==> config.mk <==
export PLATFORM = sky130hd
export DESIGN_NAME = mcyc_datapath
export DESIGN_NICKNAME = d
export VERILOG_FILES = /design/src/rtl/mcyc_pkg.sv /design/src/rtl/mcyc_regfile.sv /design/src/rtl/mcyc_alu.sv /design/src/rtl/mcyc_datapath.sv
export SDC_FILE = /design/constraint.sdc
export NUM_CORES = 2
export LEC_CHECK = 0
export BUFFER_PORTS_ARGS = -buffer_cell sky130_fd_sc_hd__buf_2
export CAP_MARGIN = 20
export CORE_MARGIN = 2
export CORE_UTILIZATION = 50
export DETAILED_ROUTE_END_ITERATION = 8
export HOLD_SLACK_MARGIN = 0.05
export PLACE_DENSITY = 0.68
export SYNTH_ARGS = -nofsm -noshare
export SYNTH_HDL_FRONTEND = slang
export SYNTH_SLANG_ARGS = --single-unit
==> constraint.sdc <==
create_clock -name clk_i -period 5.3 [get_ports clk_i]
set_input_delay 0.795 -clock clk_i [delete_from_list [all_inputs] [get_ports clk_i]]
set_output_delay 0.795 -clock clk_i [all_outputs]
set_load 0.005 [all_outputs]
==> src/rtl/mcyc_pkg.sv <==
package mcyc_pkg;
  typedef enum logic [1:0] {
    BSEL_REG    = 2'b00,
    BSEL_FOUR   = 2'b01,
    BSEL_IMM    = 2'b10,
    BSEL_IMM_SH = 2'b11
  } bsel_e;

  typedef enum logic [1:0] {
    AM_ADD   = 2'b00,
    AM_SUB   = 2'b01,
    AM_FUNCT = 2'b10,
    AM_OR    = 2'b11
  } alu_mode_e;

  typedef enum logic [1:0] {
    PCS_ALU   = 2'b00,
    PCS_LATCH = 2'b01,
    PCS_JUMP  = 2'b10,
    PCS_RSVD  = 2'b11
  } pc_src_e;

  localparam logic [5:0] FN_SUBU = 6'h23;
endpackage

==> src/rtl/mcyc_regfile.sv <==
module mcyc_regfile #(
  parameter int W    = 32,
  parameter int NREG = 32,
  localparam int AW  = $clog2(NREG)
) (
  input  logic          clk_i,
  input  logic          rst_ni,
  input  logic [AW-1:0] ra_a_i,
  input  logic [AW-1:0] ra_b_i,
  output logic [W-1:0]  rd_a_o,
  output logic [W-1:0]  rd_b_o,
  input  logic          we_i,
  input  logic [AW-1:0] wa_i,
  input  logic [W-1:0]  wd_i
);
  logic [W-1:0] regs_q [NREG];

  always_ff @(posedge clk_i or negedge rst_ni) begin
    if (!rst_ni) begin
      for (int i = 0; i < NREG; i++) regs_q[i] <= '0;
    end else if (we_i && (wa_i != '0)) begin
      regs_q[wa_i] <= wd_i;
    end
  end

  // entry 0 is hard zero on read
  assign rd_a_o = (ra_a_i == '0) ? '0 : regs_q[ra_a_i];
  assign rd_b_o = (ra_b_i == '0) ? '0 : regs_q[ra_b_i];
endmodule

==> src/rtl/mcyc_alu.sv <==
module mcyc_alu
  import mcyc_pkg::*;
#(
  parameter int W = 32
) (
  input  logic [W-1:0] a_i,
  input  logic [W-1:0] b_i,
  input  logic [1:0]   mode_i,
  input  logic [5:0]   funct_i,
  output logic [W-1:0] res_o,
  output logic         zero_o
);
  always_comb begin
    unique case (alu_mode_e'(mode_i))
      AM_ADD:   res_o = a_i + b_i;
      AM_SUB:   res_o = a_i - b_i;
      AM_FUNCT: res_o = (funct_i == FN_SUBU) ? (a_i - b_i) : (a_i + b_i);
      default:  res_o = a_i | b_i;
    endcase
  end

  assign zero_o = (res_o == '0);
endmodule

==> src/rtl/mcyc_datapath.sv <==
module mcyc_datapath
  import mcyc_pkg::*;
#(
  parameter int XLEN = 32,
  parameter int NREG = 32
) (
  input  logic            clk_i,
  input  logic            rst_ni,
  output logic [XLEN-1:0] mem_addr_o,
  output logic [XLEN-1:0] mem_wdata_o,
  output logic            mem_we_o,
  input  logic [XLEN-1:0] mem_rdata_i,
  input  logic            addr_sel_i,
  input  logic            ir_load_i,
  input  logic            mem_we_i,
  input  logic            reg_we_i,
  input  logic            wdst_sel_i,
  input  logic            wdata_sel_i,
  input  logic            alu_a_sel_i,
  input  logic [1:0]      alu_b_sel_i,
  input  logic            imm_zext_i,
  input  logic [1:0]      alu_mode_i,
  input  logic [1:0]      pc_src_i,
  input  logic            pc_we_i,
  input  logic            pc_we_cond_i,
  output logic [5:0]      opcode_o,
  output logic            zero_o
);
  localparam int AW     = $clog2(NREG);
  localparam int IMM_W  = 16;
  localparam int JT_W   = 26;
  localparam int RS_LSB = 21;
  localparam int RT_LSB = 16;
  localparam int RD_LSB = 11;

  logic [XLEN-1:0] pc_q, ir_q, a_q, b_q, alu_q, mdr_q;
  logic [XLEN-1:0] rf_a, rf_b, alu_a, alu_b, alu_res, imm_ext, pc_next, rf_wd;
  logic [AW-1:0]   rs_f, rt_f, rd_f, rf_wa;
  logic            pc_load;
  logic            unused_shamt;

  assign rs_f = ir_q[RS_LSB +: AW];
  assign rt_f = ir_q[RT_LSB +: AW];
  assign rd_f = ir_q[RD_LSB +: AW];
  assign unused_shamt = ^ir_q[10:6];

  assign imm_ext = imm_zext_i ? {{(XLEN-IMM_W){1'b0}}, ir_q[IMM_W-1:0]}
                              : {{(XLEN-IMM_W){ir_q[IMM_W-1]}}, ir_q[IMM_W-1:0]};

  assign rf_wa = wdst_sel_i ? rd_f : rt_f;
  assign rf_wd = wdata_sel_i ? mdr_q : alu_q;

  mcyc_regfile #(.W(XLEN), .NREG(NREG)) i_regfile (
    .clk_i  (clk_i),
    .rst_ni (rst_ni),
    .ra_a_i (rs_f),
    .ra_b_i (rt_f),
    .rd_a_o (rf_a),
    .rd_b_o (rf_b),
    .we_i   (reg_we_i),
    .wa_i   (rf_wa),
    .wd_i   (rf_wd)
  );

  assign alu_a = alu_a_sel_i ? a_q : pc_q;

  always_comb begin
    unique case (bsel_e'(alu_b_sel_i))
      BSEL_REG:  alu_b = b_q;
      BSEL_FOUR: alu_b = XLEN'(4);
      BSEL_IMM:  alu_b = imm_ext;
      default:   alu_b = imm_ext << 2;
    endcase
  end

  mcyc_alu #(.W(XLEN)) i_alu (
    .a_i     (alu_a),
    .b_i     (alu_b),
    .mode_i  (alu_mode_i),
    .funct_i (ir_q[5:0]),
    .res_o   (alu_res),
    .zero_o  (zero_o)
  );

  always_comb begin
    unique case (pc_src_e'(pc_src_i))
      PCS_ALU:   pc_next = alu_res;
      PCS_LATCH: pc_next = alu_q;
      PCS_JUMP:  pc_next = {pc_q[XLEN-1:JT_W+2], ir_q[JT_W-1:0], 2'b00};
      default:   pc_next = pc_q;
    endcase
  end

  assign pc_load = pc_we_i | (pc_we_cond_i & zero_o);

  always_ff @(posedge clk_i or negedge rst_ni) begin
    if (!rst_ni) begin
      pc_q  <= '0;
      ir_q  <= '0;
      a_q   <= '0;
      b_q   <= '0;
      alu_q <= '0;
      mdr_q <= '0;
    end else begin
      if (pc_load)   pc_q <= pc_next;
      if (ir_load_i) ir_q <= mem_rdata_i;
      a_q   <= rf_a;
      b_q   <= rf_b;
      alu_q <= alu_res;
      mdr_q <= mem_rdata_i;
    end
  end

  assign mem_addr_o  = addr_sel_i ? alu_q : pc_q;
  assign mem_wdata_o = b_q;
  assign mem_we_o    = mem_we_i;
  assign opcode_o    = ir_q[XLEN-1:XLEN-6];

  assert_ir_hold_R2: assert property (@(posedge clk_i) disable iff (!rst_ni)
    !ir_load_i |=> $stable(ir_q));

  assert_pc_step_R2: assert property (@(posedge clk_i) disable iff (!rst_ni)
    (pc_we_i && pc_src_i == 2'b00 && !alu_a_sel_i && alu_b_sel_i == 2'b01 && alu_mode_i == 2'b00)
    |=> (pc_q == $past(pc_q) + XLEN'(4)));

  assert_rs_zero_R8: assert property (@(posedge clk_i) disable iff (!rst_ni)
    (rs_f == '0) |=> (a_q == '0));

  assert_pc_hold_R9: assert property (@(posedge clk_i) disable iff (!rst_ni)
    (!pc_we_i && !(pc_we_cond_i && zero_o)) |=> $stable(pc_q));

  assert_jump_R10: assert property (@(posedge clk_i) disable iff (!rst_ni)
    (pc_we_i && pc_src_i == 2'b10)
    |=> (pc_q == {$past(pc_q[XLEN-1:JT_W+2]), $past(ir_q[JT_W-1:0]), 2'b00}));
endmodule

==> summary.md <==
| Metric | Value |
|---|---|
| Status | complete, but fails checks |
| Failing checks | setup timing |
| DP Wirelength | 140 mm |
| Initial Utilization | 50.4% |
| Critical path class | reg -> out |
| Worst path max stage delay | 0.51 ns |
| Synth Flop Type | dfrtp_1 |
| Hold crit path type | in -> async |
| CP Launch Type | flop |
| Post-Route Setup TNS | -0.359 ns |
| Most frequent cells in the layout | 1,197 x dfrtp_1, 1,106 x nor2_1, 1,054 x a21oi_1, 640 x mux4_2, 448 x buf_4 |
| Avg Vias per Cell | 6.47 |
| Worst-Skew Late Latency | 0.79 ns |
| IO buf count | 119 |
| Die area | 0.135 mm2 |
| VDD IR max | 429 uV |
| EDFF count, synth | 0 |
| Flops & latches, synth | 1,216 |
| IO Count | 122 |
| Layout cell share with drive strength beyond 1 | 27.1% |
| Vias | 51,676 |
| Final core utilization | 58.2% |
| Vias in the first global route | 51,795 |
| Worst-path cell chain | mux2_2 -> a22o_1 -> ha_1 -> buf_4 -> or3_4 -> a21oi_4 -> buf_4 -> o211ai_1 -> a31oi_1 -> o41ai_1 -> o211a_1 -> or4_4 -> nor4_4 -> and4_1 -> buf_2 |
| MaxCap Viol Count | 0 |
| DP Area | 0.0715 mm2 |
| Final setup vio count | 1 |
| Power Dens Cells | 579 mW/mm2 |
| Syn nets | 6,136 |
| Final Power | 0.0443 W |
| Antenna viol nets, final | 0 |
| Mapped Cells | 5,977 |
| Crit-path slowest cell | or4_4 |
| Largest net degree at the start of global routing | 169 |
| Max-Slew Margin vs Limit | 24.0% |
| CTS tree | built |
| Synthesized cell area | 0.0663 mm2 |
| Lkg Pwr | 32.1 nW |
| Num CTS Buffers | 130 |
| DR DRC count | 0 |
| Slew Viols, Final | 0 |
| PnR worst setup slack | -0.359 ns |
| Die width | 368 um |
| Clock-pin slew on the worst setup and hold paths | 0.05 ns |
| Die Ht | 368 um |
| Synth area leaders | dfrtp_1 46%, mux4_2 22%, a21oi_1 8.0% |
| Initial DRC Count | 5,993 |
| Final Cycle Share | 107% |
| Layout area overhead | 15.4% |
| Post-synth cell types | 101 |
| Nets | 6,288 |
| Drt pass-1 iters | 6 |
| Layout Cell Area excl Fill | 0.0765 mm2 |
| Post-synthesis sequential area ratio | 45.9% |
| Clk sinks | 1,216 |
| Core ar. | 0.131 mm2 |
| H-tree levels | 4 |
| Clock root buffer | clkbuf_16 |
| GRT overflow | 0 |
| Worst-path fanout max | 5 |
| Final hold vios | 0 |
| Max Freq | 177 MHz |
| First-pass GRT wire length | 332 mm |
| Layout fillers | 10,685 |
| Post-synth ARST share | 100% |
| CP endpoint kind | output pin |
| Antenna violations before repair | 4 |
| Yosys warns | 0 |
| Final GP Congestion | 0.988 |
| Wire per inst | 27.5 um |
| RSZ-0062 raised after global routing | true |
| Yosys top cell area share | 45.9% |
| CP Data Arrival Time | 4.86 ns |
| Synth area leader | dfrtp_1 |
| Min Tclk post-route | 5.66 ns |
| Synth Area per Inst | 11.1 um2 |
| CP dominant cell by count | buf_4 |
| Worst clock skew | 0.0394 ns |
| Most common cell after layout, fill and taps aside | dfrtp_1 |
| Slew of the pin with the lowest slew margin | 1.12 ns |
| Routed wire length | 220 mm |
| Num rows | 133 |
| Required @ worst endpoint | 4.51 ns |
| Clock tree buffer depth | 3 |
| Global Route Usage Sum | 32.8% |
==> per-stage QoR <==
step | hold slack [ns] | cells | setup slack, ns
2_1_floorplan | 0.441 | 5977 | 0.0217
3_3_place_gp | 0.376 | 7729 | -0.386
3_5_place_dp | 0.382 | 7729 | -0.478
4_1_cts | 0.0623 | 7966 | -0.380
5_1_grt | 0.0727 | 7986 | -0.470
6_report | 0.0158 | 7989 | -0.359
==> cell type report <==
class	count	area [um2]	area share (%)
Timing Repair Buffer	623	5100	6.66
Antenna cell	4	10.0	0.0131
Clock buffer	193	3860	5.05
Tap cell	1755	2200	2.87
Sequential cell	1216	30500	39.8
Multi-Input combinational cell	4018	33800	44.1
Clock inverter	40	564	0.737
Inverter	140	541	0.706
==> per-layer routing <==
metal / wire (um) / GRT usage, % / share of wire, % / vias up
li1: - / - / - / 22103
met3: 21800 / 7.18 / 9.9 / 642
met2: 102000 / 50.4 / 46 / 2726
met1: 85500 / 45.1 / 39 / 26203
met5: 11 / 0 / 0.0050 / -
met4: 10600 / 14.6 / 4.8 / 2
==> worst paths after layout <==
kind	from	endpoint	slack [ns]	depth (start not counted)
worst max-delay path	ir_q[8]	zero_o	-0.36	15
worst min-delay path	rst_ni	i_regfile.regs_q[708]	0.02	1
worst max register to register	ir_q[15]	pc_q[6]	0.42	23
worst min register to register	i_regfile.regs_q[1020]	i_regfile.regs_q[1020]	0.39	0
max in group asynchronous	rst_ni	ir_q[1]	3.71	2
min in group clk_i	mem_rdata_i[28]	mdr_q[28]	0.15	1
==> power by group <==
part	total [W]	internal (W)	switching, W
sequential	0.0170	0.0135	0.00349
combinational	0.0179	0.00924	0.00864
clock	0.00941	0.00545	0.00396
==> cells by family after synthesis <==
logic type	after synthesis	share of synthesized area, %
compound gates	1520	13.3
xor+xnor	21	0.278
fa+ha+maj	109	2.08
buf+inv	743	4.42
flops	1216	45.9
mux	793	24.1
simple gates	1575	9.88
==> state kept, by name, indices dropped and copies added, names as in the netlist <==
signal,flops
mdr_q,32
i_regfile.regs_q,1024
a_q,32
pc_q,32
alu_q,32
mem_wdata_o,32
ir_q,32
==> repair_timing <==
item | in CTS | in global routing
gates resized for setup | 36 | 41
hold buffers | 0 | 0
buffers inserted | 4 | 5
gates cloned | 0 | 0
pin swaps | 10 | 13
endpoints found under the setup margin | 1 | 1
==> cells in the mapped netlist (all sizes together), types with 28 or more instances <==
| cell type | instances |
|---|---|
| a21oi | 1069 |
| dfrtp | 1216 |
| nand4 | 41 |
| a21o | 30 |
| ha | 107 |
| inv | 138 |
| nand3 | 28 |
| mux2 | 41 |
| clkbuf | 490 |
| nor2 | 1145 |
| buf | 113 |
| nand2 | 187 |
| mux2i | 112 |
| mux4 | 640 |
| o21a | 39 |
| o21ai | 123 |
| nor3 | 47 |
==> worst max-delay path: cells and delay by family (launching register included) <==
kind	cells	cell delay [ns]
multiplexers	1	0.28
AO/OA/AOI/OAI	6	1.14
flip-flops	1	0.46
buffers and inverters	3	0.47
AND/OR/NAND/NOR	4	1.37
adder cells (fa/ha/maj)	1	0.38
(Power assumes the default switching activity.)
